$ cat src/rtl/spi_regbank_pkg.sv
package spi_regbank_pkg;
  // kind of reply queued for the next transaction
  typedef enum logic [1:0] {
    RSP_STAT0 = 2'd0,
    RSP_READ  = 2'd1,
    RSP_FAULT = 2'd2
  } rsp_kind_e;
endpackage

$ cat src/rtl/spi_sync_edge.sv
module spi_sync_edge #(
  parameter int STAGES = 2
) (
  input  logic clk,
  input  logic rst,
  input  logic cs_n_pin,
  input  logic sclk_pin,
  input  logic sdi_pin,
  output logic cs_low,
  output logic sclk_lvl,
  output logic sdi_lvl,
  output logic cs_fall,
  output logic cs_rise,
  output logic sclk_rise,
  output logic sclk_fall
);
  localparam int NSIG = 3;
  localparam logic [NSIG-1:0] RST_VAL = 3'b100;

  logic [NSIG-1:0] chain [STAGES];
  logic [NSIG-1:0] cur;
  logic [1:0]      prev;

  always_ff @(posedge clk) begin
    if (rst) begin
      for (int i = 0; i < STAGES; i++) chain[i] <= RST_VAL;
      prev <= 2'b10;
    end else begin
      chain[0] <= {cs_n_pin, sclk_pin, sdi_pin};
      for (int i = 1; i < STAGES; i++) chain[i] <= chain[i-1];
      prev <= cur[2:1];
    end
  end

  assign cur       = chain[STAGES-1];
  assign cs_low    = ~cur[2];
  assign sclk_lvl  = cur[1];
  assign sdi_lvl   = cur[0];
  assign cs_fall   = ~cur[2] & prev[1];
  assign cs_rise   = cur[2] & ~prev[1];
  assign sclk_rise = ~cur[2] & cur[1] & ~prev[0];
  assign sclk_fall = ~cur[2] & ~cur[1] & prev[0];
endmodule

$ cat src/rtl/spi_frame_shifter.sv
module spi_frame_shifter #(
  parameter int WORD_W = 16
) (
  input  logic              clk,
  input  logic              rst,
  input  logic              cs_low,
  input  logic              sclk_lvl,
  input  logic              sdi_lvl,
  input  logic              cs_fall,
  input  logic              cs_rise,
  input  logic              sclk_rise,
  input  logic              sclk_fall,
  input  logic [WORD_W-1:0] load_word,
  output logic              sdo,
  output logic              sdo_oe,
  output logic              commit_ok,
  output logic              commit_bad,
  output logic [WORD_W-1:0] rx_word
);
  localparam int CNT_W = $clog2(WORD_W + 2);
  localparam logic [CNT_W-1:0] CNT_FULL = CNT_W'(WORD_W);
  localparam logic [CNT_W-1:0] CNT_OVER = CNT_W'(WORD_W + 1);

  logic [CNT_W-1:0]  cnt;
  logic              start_ok;
  logic [WORD_W-1:0] tx_sh;
  logic              sdo_q;

  always_ff @(posedge clk) begin
    if (rst) begin
      cnt        <= '0;
      start_ok   <= 1'b0;
      tx_sh      <= '0;
      rx_word    <= '0;
      sdo_q      <= 1'b0;
      sdo_oe     <= 1'b0;
      commit_ok  <= 1'b0;
      commit_bad <= 1'b0;
    end else begin
      commit_ok  <= 1'b0;
      commit_bad <= 1'b0;
      sdo_oe     <= cs_low;
      if (cs_fall) begin
        start_ok <= ~sclk_lvl;
        cnt      <= '0;
        tx_sh    <= load_word;
        sdo_q    <= 1'b0;
      end else if (cs_rise) begin
        sdo_q <= 1'b0;
        if (start_ok && !sclk_lvl && cnt == CNT_FULL) commit_ok <= 1'b1;
        else                                          commit_bad <= 1'b1;
      end else begin
        if (sclk_rise) begin
          sdo_q <= tx_sh[WORD_W-1];
          tx_sh <= {tx_sh[WORD_W-2:0], 1'b0};
        end
        if (sclk_fall) begin
          rx_word <= {rx_word[WORD_W-2:0], sdi_lvl};
          if (cnt != CNT_OVER) cnt <= cnt + 1'b1;
        end
      end
    end
  end

  assign sdo = sdo_q & sdo_oe;
endmodule

$ cat src/rtl/spi_reg_bank.sv
module spi_reg_bank
  import spi_regbank_pkg::*;
#(
  parameter int ADDR_W   = 4,
  parameter int DATA_W   = 11,
  parameter int GATE_BIT = 2
) (
  input  logic                       clk,
  input  logic                       rst,
  input  logic                       commit_ok,
  input  logic                       commit_bad,
  input  logic [ADDR_W+DATA_W:0]     rx_word,
  input  logic [DATA_W-1:0]          stat0,
  input  logic [DATA_W-1:0]          stat1,
  output logic [DATA_W-1:0]          ctrl0,
  output logic [DATA_W-1:0]          ctrl1,
  output logic                       gate_pulse,
  output logic [ADDR_W+DATA_W:0]     resp_word
);
  localparam int WORD_W = ADDR_W + DATA_W + 1;
  localparam logic [ADDR_W-1:0] A_STAT0 = ADDR_W'(0);
  localparam logic [ADDR_W-1:0] A_STAT1 = ADDR_W'(1);
  localparam logic [ADDR_W-1:0] A_CTRL0 = ADDR_W'(2);
  localparam logic [ADDR_W-1:0] A_CTRL1 = ADDR_W'(3);
  localparam logic [DATA_W-1:0] GATE_MASK = DATA_W'(1) << GATE_BIT;

  logic              is_read;
  logic [ADDR_W-1:0] cmd_addr;
  logic [DATA_W-1:0] cmd_data;
  rsp_kind_e         kind;
  logic [ADDR_W-1:0] pend_addr;
  logic [DATA_W-1:0] rd_data;

  assign is_read  = rx_word[WORD_W-1];
  assign cmd_addr = rx_word[WORD_W-2 -: ADDR_W];
  assign cmd_data = rx_word[DATA_W-1:0];

  always_ff @(posedge clk) begin
    if (rst) begin
      ctrl0      <= '0;
      ctrl1      <= '0;
      gate_pulse <= 1'b0;
      kind       <= RSP_STAT0;
      pend_addr  <= '0;
    end else begin
      gate_pulse <= 1'b0;
      if (commit_bad) begin
        kind <= RSP_FAULT;
      end else if (commit_ok) begin
        if (is_read) begin
          kind      <= RSP_READ;
          pend_addr <= cmd_addr;
        end else begin
          kind <= RSP_STAT0;
          if (cmd_addr == A_CTRL0) begin
            ctrl0      <= cmd_data & ~GATE_MASK;
            gate_pulse <= cmd_data[GATE_BIT];
          end else if (cmd_addr == A_CTRL1) begin
            ctrl1 <= cmd_data;
          end
        end
      end
    end
  end

  always_comb begin
    case (pend_addr)
      A_STAT0: rd_data = stat0;
      A_STAT1: rd_data = stat1;
      A_CTRL0: rd_data = ctrl0;
      A_CTRL1: rd_data = ctrl1;
      default: rd_data = '0;
    endcase
  end

  always_comb begin
    case (kind)
      RSP_FAULT: resp_word = {1'b1, {(WORD_W-1){1'b0}}};
      RSP_READ:  resp_word = {1'b0, pend_addr, rd_data};
      default:   resp_word = {1'b0, A_STAT0, stat0};
    endcase
  end
endmodule

$ cat src/rtl/spi_regbank.sv
module spi_regbank #(
  parameter int ADDR_W      = 4,
  parameter int DATA_W      = 11,
  parameter int GATE_BIT    = 2,
  parameter int SYNC_STAGES = 2
) (
  input  logic              clk,
  input  logic              rst,
  input  logic              cs_n,
  input  logic              sclk,
  input  logic              sdi,
  output logic              sdo,
  output logic              sdo_oe,
  input  logic [DATA_W-1:0] stat0_in,
  input  logic [DATA_W-1:0] stat1_in,
  output logic [DATA_W-1:0] ctrl0_out,
  output logic [DATA_W-1:0] ctrl1_out,
  output logic              gate_rst_pulse
);
  localparam int WORD_W = ADDR_W + DATA_W + 1;

  logic cs_low, sclk_lvl, sdi_lvl;
  logic cs_fall, cs_rise, sclk_rise, sclk_fall;
  logic commit_ok, commit_bad;
  logic [WORD_W-1:0] rx_word;
  logic [WORD_W-1:0] resp_word;

  spi_sync_edge #(.STAGES(SYNC_STAGES)) u_sync (
    .clk(clk), .rst(rst),
    .cs_n_pin(cs_n), .sclk_pin(sclk), .sdi_pin(sdi),
    .cs_low(cs_low), .sclk_lvl(sclk_lvl), .sdi_lvl(sdi_lvl),
    .cs_fall(cs_fall), .cs_rise(cs_rise),
    .sclk_rise(sclk_rise), .sclk_fall(sclk_fall)
  );

  spi_frame_shifter #(.WORD_W(WORD_W)) u_shift (
    .clk(clk), .rst(rst),
    .cs_low(cs_low), .sclk_lvl(sclk_lvl), .sdi_lvl(sdi_lvl),
    .cs_fall(cs_fall), .cs_rise(cs_rise),
    .sclk_rise(sclk_rise), .sclk_fall(sclk_fall),
    .load_word(resp_word),
    .sdo(sdo), .sdo_oe(sdo_oe),
    .commit_ok(commit_ok), .commit_bad(commit_bad),
    .rx_word(rx_word)
  );

  spi_reg_bank #(.ADDR_W(ADDR_W), .DATA_W(DATA_W), .GATE_BIT(GATE_BIT)) u_regs (
    .clk(clk), .rst(rst),
    .commit_ok(commit_ok), .commit_bad(commit_bad),
    .rx_word(rx_word),
    .stat0(stat0_in), .stat1(stat1_in),
    .ctrl0(ctrl0_out), .ctrl1(ctrl1_out),
    .gate_pulse(gate_rst_pulse),
    .resp_word(resp_word)
  );
endmodule

$ cat config.mk
export PLATFORM = sky130hd
export DESIGN_NAME = spi_regbank
export DESIGN_NICKNAME = d
export VERILOG_FILES = /design/src/rtl/spi_regbank_pkg.sv /design/src/rtl/spi_sync_edge.sv /design/src/rtl/spi_frame_shifter.sv /design/src/rtl/spi_reg_bank.sv /design/src/rtl/spi_regbank.sv
export SDC_FILE = /design/constraint.sdc
export NUM_CORES = 1
export LEC_CHECK = 0
export ABC_CLOCK_PERIOD_IN_PS = 2200
export BUFFER_PORTS_ARGS = -buffer_cell sky130_fd_sc_hd__buf_2
export CORE_MARGIN = 2
export CORE_UTILIZATION = 56
export CTS_CLUSTER_DIAMETER = 120
export DETAILED_ROUTE_END_ITERATION = 8
export GPL_TIMING_DRIVEN = 1
export PLACE_DENSITY_LB_ADDON = 0.08
export SLEW_MARGIN = 20
export SYNTH_ARGS = -nofsm -noshare
export SYNTH_HDL_FRONTEND = slang
export SYNTH_SLANG_ARGS = --single-unit
$ cat constraint.sdc
create_clock -name clk -period 2.2 [get_ports clk]
set_input_delay 0.11 -clock clk [delete_from_list [all_inputs] [get_ports clk]]
set_output_delay 0.11 -clock clk [all_outputs]
set_load 0.01 [all_outputs]
# Word level (Yosys, flattened, before mapping)
# Memory sizes are Yosys's and may differ from the RTL's.
# Cells that the tools add are included.
# word_totals
ram_bits	6
output_inout_bits	25
n_memories	1
romBits	0
wordCells	78
regBits	72
latchBits	0
inputBits	27
# op_classes
n_mux	15
div	0
shifts	0
order_cmp	0
n_eq_ne	10
n_mul	0
bitwise_logic	19
addsub	1
n_reduce_logical	17
# memory_table
name	words	width	rd	rd_clocked_by_memory_dff	wr	line	rtl
u_sync.chain	2	3	2	0	2	spi_sync_edge.sv:20	logic [NSIG-1:0] chain [STAGES];
# ops
operator	count
2-to-1 mux 16 bit	3
case mux 11 bit (4 select lines)	1
case mux 16 bit (2 select lines)	1
== test 4 x 2 -> 1 bit (second input constant)	4
inverter 1 bit	10
AND reduction 3 bit	3
bitwise AND 1 bit	7
2-to-1 mux 1 bit	6
2-to-1 mux 3 bit	2
OR reduction 3 bit	2
adder 5 x 1 -> 5 bit (second input constant)	1
== test 5 bit (second input constant)	1
inequality test 5 bit (second input constant)	1
AND reduction 5 bit	1
OR reduction 5 bit	1
== test 4 x 1 -> 1 bit (second input constant)	1
zero test 4 bit	1
2-to-1 mux 2 bit	2
AND reduction 4 bit	1
nonzero test 2 bit	2
OR reduction 2 bit	2
== test 2 x 1 -> 1 bit (second input constant)	1
== test 2 bit (second input constant)	1
logical AND 1 bit	2
other kinds (4)	5

# Longest topological paths before layout
# Gate-level depths: netlist of the first run.
# An unclocked memory read counts as a cell.
# logic_depth
ltp_word	7
mapped_depth	7
ltp_nobuf	6

# By module
# A second synthesis of the first run with hierarchy kept.
# unflattened
hier_cells	390
hier_area_um2	3689.8
# modules_own_cells
mod	seq_area_each_um2	cells_per_inst	instances	area_per_inst_um2
spi_frame_shifter	840.8	210	1	1875.5
spi_reg_bank	560.5	159	1	1572.8
spi_sync_edge	160.2	21	1	241.5

# Worst setup path after synthesis of the first run
# Ideal clock, no wire load.
# synth_path
path_kind	register to register
from	reg u_regs.kind[0]
to	reg u_shift.tx_sh[1]
synth_period_minus_slack_ps	1897
path_stages_with_launch	7
path_buffers	0
arrival_time_ps	1823
setup_time_ps	74
required_time_ps	2126
path_slack_ps	303
path_cell_list	dfxtp_1 -> inv_1 -> ha_1 -> or4b_4 -> a211oi_4 -> o211ai_1 -> a31oi_1
# synth_via
elab_chain_len	3
word_cells_on_any_way	4
classes_between	2 x eq/ne; 2 x mux
# synth_lines
element	line	rtl
start, declared	spi_reg_bank.sv:30	rsp_kind_e kind;
start signal, assigned	spi_reg_bank.sv:43	kind <= RSP_STAT0;
start signal, assigned	spi_reg_bank.sv:48	kind <= RSP_FAULT;
start signal, assigned	spi_reg_bank.sv:51	kind <= RSP_READ;
== test 2 x 1 -> 1 bit or == test 2 bit (tied branches)	spi_reg_bank.sv:77	case (kind)
case mux 16 bit (2 select lines) (*)	spi_reg_bank.sv:77	
2-to-1 mux 16 bit (*)	spi_frame_shifter.sv:43	if (cs_fall) begin
end signal, assigned	spi_frame_shifter.sv:46	tx_sh <= load_word;
end signal, assigned	spi_frame_shifter.sv:55	tx_sh <= {tx_sh[WORD_W-2:0], 1'b0};
end, declared	spi_frame_shifter.sv:26	logic [WORD_W-1:0] tx_sh;
# Every way passes the cells marked *; elsewhere a longest branch is shown, timed or not.
# A chain may end at the register's enable or synchronous reset.

# Worst setup path in the final report of the first run
# layout_path
from	reg u_regs.kind[0]
to	reg u_shift.tx_sh[6]
# The elaborated chain is that of the path after synthesis.

==> run_results.csv, run 1 <==
group,metric,value,unit
setup_path,crit_fanout,9,
floorplanning,die_h,82.4,µm
floorplanning,fp.dieW,82.4,µm
yosys,synthCells,366,
route,drc,0,
min_path,hold_path.class,"input port to flop",
yosys,async_flop_share,0,%
setup_path,ff2ff_setup_slack,0.23,ns
place,portBuffers,50,
timing,slew_viol_final,0,
timing,slew_headroom,58.8,%
place,place_hpwl,5340,µm
global_route,busiest_layer,"met1",
yosys,synth_top_area_share,45.4,%
global_route,gr-usage-met3,5.87,%
timing,finClkSkew,0.00869,ns
min_path,hold_depth,2,
global_route,use_met2,35.2,%
setup_path,cp-end-kind,"flop",
setup_path,path_cells,"inv_1 > ha_1 > or4b_4 > a211oi_4 > buf_12 > o211ai_1 > a31oi_1",
setup_path,cp.arrival,2.24,ns
floorplanning,rows,28,
clock_network,cts_buffer_depth,2,
global_route,grt_pass1_wl,12200,µm
timing,tightest_slew,0.617,ns
timing,max_freq,507,MHz
finish,multi_input_area,1720,µm²
clock_network,cts_buffers,9,
power,seq_power_share,50.8,%
setup_path,regToRegEndpoint,"u_shift.tx_sh[6]$_SDFFE_PP0P_",
finish,layout-drive-gt1-share,21.7,%
route,vias,2791,
route,dr.pass1.iters,4,
yosys,synthTopCellsByArea,"dfxtp_1, mux2i_1, nand2_1",
power,clkPwrFrac,44.5,%
finish,nets,449,
floorplanning,die-area,6780,µm²
power,cellLeakagePower,1.61,nW
job,maxCapViolCount,0,
floorplanning,ios,52,
floorplanning,core_area,5920,µm²
timing,hold_violations,0,
finish,fill_cells,484,
yosys,syn_area,3440,µm²
route,drtIter0Drc,121,
route,vias_per_cell,5.65,
timing,period_minus_slack,1.97,ns
setup_path,critical_path.startpoint_type,"flop",
place,gp_congestion,0.839,
timing,rsz0062_at_grt,"false",
route,wl,7520,µm
route,wire_per_inst,15.2,µm
setup_path,reg2reg_depth,7,
setup_path,required,2.47,ns
timing,layout_setup_ws,0.227,ns
power,p_sw,0.585,mW
clock_network,cts_sinks,78,
power,vdd.ir_drop.worst,0.000601,V
yosys,synth_ff_type,"dfxtp_1",
power,power.share.combinational,4.7,%
setup_path,reg2reg_from,"u_regs.kind[0]$_SDFFE_PP0P_",
timing,fin_tns_setup,0,ns
power,internal-power,2.24,mW
floorplanning,initial_core_util,58.1,%
power,p_per_area,703,nW/µm²
setup_path,crit_start,"u_regs.kind[0]$_SDFFE_PP0P_",
global_route,grt_usage,24.0,%
place,pre_cts_slack,0.0769,ns
finish,seq_area,1560,µm²
global_route,grt_max_degree,49,
yosys,ys_ff_latch,78,
route,ant_nets,0,
global_route,grt_use_met1,35.2,%
yosys,syn_nets,401,
yosys,yosys_warnings,0,
power,sw_frac_of_total,20.7,%
yosys,yosysTopAreaCell,"dfxtp_1",
global_route,grt_pass1_vias,2442,
clock_network,cts_max_level,3,
yosys,ys_seq_area_share,45.4,%
power,finalPower,2.83,mW
finish,antenna-diode-count,0,
yosys,ys_types,46,
timing,whs,0.165,ns
min_path,hold_end,"u_regs.ctrl0[0]$_SDFFE_PP0P_",
global_route,antenna_found_initial,0,
setup_path,crit_path_max_incr_delay,0.52,ns
finish,syn2layout_area_growth,16.9,%
timing,finalCritPeriodShare,89.7,%
yosys,synth-edff-count,0,
outcome,status,"finished, final reports clean",
setup_path,critPathKind,"flop to flop",
clock_network,cts_tree,"yes",
global_route,overflow,0,
timing,finalSetupViolCount,0,
clock_network,insertion_delay,0.34,ns
min_path,hold_path.startpoint,"rst",
clock_network,clockRootBuffer,"clkbuf_8",
yosys,avgSynthCellArea,9.39,µm²
setup_path,cp_slowest_cell,"or4b_4",
clock_network,clkTransAtPathRegs,0.08,ns
## critical path: cells and delay by family (launching register included)
kind,cells,cell delay [ns]
compound gates,3,0.47
flops,1,0.36
fa+ha+maj,1,0.34
buf+inv,2,0.21
simple gates,1,0.52
## power groups by stage
stage,clock network [mW],logic [mW],registers (mW)
3_3_place_gp,0,0.125,1.47
4_1_cts,1.28,0.131,1.44
3_5_place_dp,0,0.127,1.47
2_1_floorplan,0,0.0837,1.47
6_report,1.26,0.132,1.44
5_1_grt,1.34,0.145,1.44
## how the worst max path moves through the flow
stage | endpoint | slack (ns)
after global routing | u_shift.tx_sh[4]$_SDFFE_PP0P_ | 0.08
after CTS | u_shift.tx_sh[6]$_SDFFE_PP0P_ | 0.07
after global placement | u_shift.tx_sh[7]$_SDFFE_PP0P_ | 0.15
after detailed placement | u_shift.tx_sh[4]$_SDFFE_PP0P_ | 0.08
final | u_shift.tx_sh[6]$_SDFFE_PP0P_ | 0.23
after floorplan | u_shift.tx_sh[1]$_SDFFE_PP0P_ | 0.30
## Yosys cell counts (9+ instances only)
cell and number:
dfxtp_1 78, nand2_1 58, nor2_1 41, mux2i_1 31, a21oi_1 18, clkbuf_1 17
inv_1 12, a31oi_1 9, mux4_2 9, nand3_1 9, o211ai_1 9
## repair_timing
item	in CTS	in global routing
resized for setup	0	0
hold buffers	3	0
setup buffers	0	1
setup endpoints to repair	0	9
hold endpoints to repair	3	0
## cell type report
type / count / area share, %
timing repair buffer: 62 / 8.97
clock buffer: 11 / 3.27
clock inverter: 5 / 2.65
tap: 75 / 2.33
multi-input combinational: 250 / 42.7
inverter: 13 / 1.21
sequential: 78 / 38.9
## sequential cells by signal, summed over array words and instances (netlist names)
signal and count:
u_regs.ctrl0 10, u_regs.ctrl1 11, u_regs.gate_pulse 1, u_regs.kind 2, u_regs.pend_addr 4, u_shift.cnt 5, u_shift.commit_bad 1, u_shift.commit_ok 1
u_shift.rx_word 16, u_shift.sdo_oe 1, u_shift.sdo_q 1, u_shift.start_ok 1, u_shift.tx_sh 16, u_sync.chain 6, u_sync.prev 2
## layer usage
metal | share of wire (%) | vias to the layer above | wire (µm)
met5 | 0 | - | 0
met4 | 0.53 | 0 | 40
met3 | 5.6 | 2 | 419
met2 | 45 | 78 | 3380
met1 | 49 | 1336 | 3680
li1 | - | 1375 | -
## cells in the final DEF (no fill, tap or decap), drive strengths merged, types with 2 or more instances in the layout
cell         instances
dfxtp               78
buf                 59
nand2               58
nor2                41
mux2i               31
a21oi               19
inv                 14
clkbuf              11
nand3                9
mux4                 9
o211ai               9
a31oi                9
a22o                 8
ha                   8
nor2b                6
a211oi               6
a311oi               4
nor3                 3
bufinv               3
dlygate4sd3          3
and2                 2
nor4b                2
or2                  2
nand4                2
xor2                 2
and3                 2
nor3b                2
a31o                 2
## logic make-up (layout without fill, tap and decap cells)
group | after synthesis | in the layout | share of synthesized area [%]
buffers and inverters | 38 | 91 | 4.66
XOR/XNOR | 3 | 3 | 0.764
AO/OA/AOI/OAI | 63 | 63 | 13.5
AND/OR/NAND/NOR | 135 | 135 | 17.8
flip-flops | 78 | 78 | 45.4
other | 1 | 1 | 0.109
multiplexers | 40 | 40 | 14.9
adder cells (fa/ha/maj) | 8 | 8 | 2.91
## metrics by stage
step,std cells,util [%],cell area (µm²)
finish,494,67.9,4020
floorplan,366,-,3440
global route,494,67.9,4020
CTS,493,67.5,4000
global placement,474,63.0,3730
detailed placement,474,63.0,3730
Power figures use the tool's default switching activity.
==> run 2: changes to the inputs <==
--- a/config.mk
+++ b/config.mk
@@ -9,4 +9,3 @@
 export BUFFER_PORTS_ARGS = -buffer_cell sky130_fd_sc_hd__buf_2
-export CORE_MARGIN = 2
-export CORE_UTILIZATION = 56
+export CORE_UTILIZATION = 55
 export CTS_CLUSTER_DIAMETER = 120
==> constraint.sdc (replaced) <==
create_clock -name clk -period 2.2 [get_ports clk]
set_input_delay 0.33 -clock clk [delete_from_list [all_inputs] [get_ports clk]]
set_output_delay 0.33 -clock clk [all_outputs]
set_load 0.01 [all_outputs]
==> run 2 against run 1 <==
  * Cell count shrank 0.20%
  * Design area shrank 0.96%
  * Global-route usage grew 0.53 points
  * Count of clock-buffer cells in the layout is the same
  * Die area shrank 3.1%
  * Critical path type unchanged
  * Critical endpoint is now u_shift.tx_sh[9]$_SDFFE_PP0P_
  * Highest routed layer unchanged
==> run_results.csv, run 2 (synthesized netlist as in run 1, its figures left out) <==
group,metric,value,unit
outcome,status,"finished, final reports clean",
clock_network,cts_max_level,3,
clock_network,cts_buffers,9,
clock_network,insertion_delay,0.34,ns
floorplanning,ios,52,
route,vias,2766,
global_route,grt_max_degree,40,
setup_path,path_cells,"inv_1 > ha_1 > or4b_4 > a211oi_4 > buf_4 > o211ai_1 > a31oi_1",
route,ant_nets,0,
global_route,grt_usage,24.5,%
power,cellLeakagePower,1.60,nW
finish,final_common_cell,"dfxtp_1",
setup_path,critPathKind,"flop to flop",
finish,antenna-diode-count,0,
timing,fin_tns_setup,0,ns
floorplanning,core_area,5990,µm²
floorplanning,rows,28,
power,internal-power,2.13,mW
route,drc,0,
route,drtIter0Drc,161,
finish,final_cells,493,
setup_path,cp_slowest_cell,"or4b_4",
setup_path,required,2.46,ns
timing,finClkSkew,0.00754,ns
route,wire_per_inst,15.4,µm
global_route,antenna_found_initial,0,
setup_path,critical_path.startpoint_type,"flop",
place,gp_congestion,0.845,
floorplanning,initial_core_util,57.4,%
clock_network,cts_sinks,78,
power,sw_frac_of_total,22.3,%
setup_path,crit_buf_inv,2,
finish,layout_common_cells,"dfxtp_1, nand2_1, buf_2, nor2_1, mux2i_1",
timing,slew_viol_final,0,
global_route,overflow,0,
timing,finalCritPeriodShare,92.6,%
power,vdd.ir_drop.worst,0.000415,V
clock_network,cts_tree,"yes",
min_path,hold_path.class,"input port to flop",
timing,tightest_slew,0.651,ns
floorplanning,fp.dieW,81.1,µm
finish,nets,448,
timing,finalSetupViolCount,0,
place,portBuffers,50,
power,p_per_area,688,nW/µm²
global_route,grt_pass1_wl,12000,µm
clock_network,cts_buffer_depth,2,
route,vias_per_cell,5.61,
clock_network,clockRootBuffer,"clkbuf_8",
finish,top_regs,"u_shift.rx_word: 16 flops, u_shift.tx_sh: 16 flops, u_regs.ctrl1: 11 flops",
clock_network,clkTransAtPathRegs,0.08,ns
timing,rsz0062_at_grt,"false",
setup_path,crit_fanout,8,
setup_path,cp.arrival,2.30,ns
power,seq_power_share,52.4,%
route,wl,7570,µm
timing,slew_headroom,56.5,%
setup_path,cp-end-kind,"flop",
timing,hold_violations,0,
power,p_sw,0.612,mW
power,power.share.combinational,4.8,%
floorplanning,die-area,6570,µm²
timing,max_freq,491,MHz
power,clkPwrFrac,42.8,%
finish,layout-drive-gt1-share,22.2,%
place,dpl.cell_count,476,
finish,syn2layout_area_growth,15.8,%
clock_network,cts-hold-fix-buffers,0,
setup_path,crit_path_max_incr_delay,0.53,ns
route,dr.pass1.iters,4,
place,place_hpwl,5380,µm
setup_path,critical_path.top_delay_family,"simple AND/OR/NAND/NOR gates",
global_route,grt_pass1_vias,2427,
floorplanning,die_h,81.1,µm
timing,period_minus_slack,2.04,ns
job,maxCapViolCount,0,
run 2: power groups by stage:
stage / logic, mW / clock network, mW / registers, mW
3_3_place_gp: 0.130 / 0 / 1.47
3_5_place_dp: 0.129 / 0 / 1.47
4_1_cts: 0.130 / 1.19 / 1.43
2_1_floorplan: 0.0837 / 0 / 1.47
5_1_grt: 0.144 / 1.24 / 1.44
6_report: 0.132 / 1.17 / 1.43
run 2: worst reg2reg max path, stage by stage, from the launching register on:
cell and delay, ns:
dfxtp_1 0.36, inv_1 0.05, ha_1 0.34, or4b_4 0.53, a211oi_4 0.18, buf_4 0.19
o211ai_1 0.11, a31oi_1 0.20
run 2: layout make-up:
type | count | area [µm²]
Timing Repair Buffer | 61 | 345
Inverter | 13 | 48.8
Clock inverter | 5 | 82.6
Fill cell | 500 | 2010
Tap cell | 75 | 93.8
Multi-Input combinational cell | 250 | 1720
Sequential cell | 78 | 1560
Clock buffer | 11 | 131
run 2: path summary, 6_finish.rpt:
| check | end | from | slack, ns | depth (start not counted) |
|---|---|---|---|---|
| max | u_shift.tx_sh[9]$_SDFFE_PP0P_ | u_regs.kind[0]$_SDFFE_PP0P_ | 0.16 | 7 |
| min reg2reg | u_sync.chain[0][5]$_SDFF_PP1_ | u_sync.chain[0][2]$_SDFF_PP1_ | 0.41 | 1 |
| min | u_sync.chain[0][2]$_SDFF_PP1_ | cs_n | 0.17 | 2 |
| max reg2reg | u_shift.tx_sh[9]$_SDFFE_PP0P_ | u_regs.kind[0]$_SDFFE_PP0P_ | 0.16 | 7 |
run 2: metal layers:
layer | vias to the layer above | part of all wire (%) | track usage (%)
met5 | - | 0 | 0
met4 | 0 | 1.8 | 10.0
met3 | 14 | 5.3 | 5.17
met2 | 77 | 42 | 33.6
met1 | 1296 | 51 | 36.9
li1 | 1379 | - | -
run 2: stage by stage:
step	setup WS, ns	hold slack [ns]	utilization (%)	power [mW]	area (µm²)
4_1_cts	0.0293	0.160	66.3	2.75	3970
5_1_grt	0.00501	0.171	66.4	2.82	3980
3_5_place_dp	0.0585	0.395	62.7	1.60	3760
3_3_place_gp	0.150	0.397	62.7	1.60	3760
6_report	0.164	0.168	66.4	2.74	3980
2_1_floorplan	0.303	0.389	-	1.55	3440
run 2: what timing repair did:
action | CTS | global route
setup endpoints to repair | 0 | 9
setup buffers | 0 | 1
gates resized for setup | 0 | 0
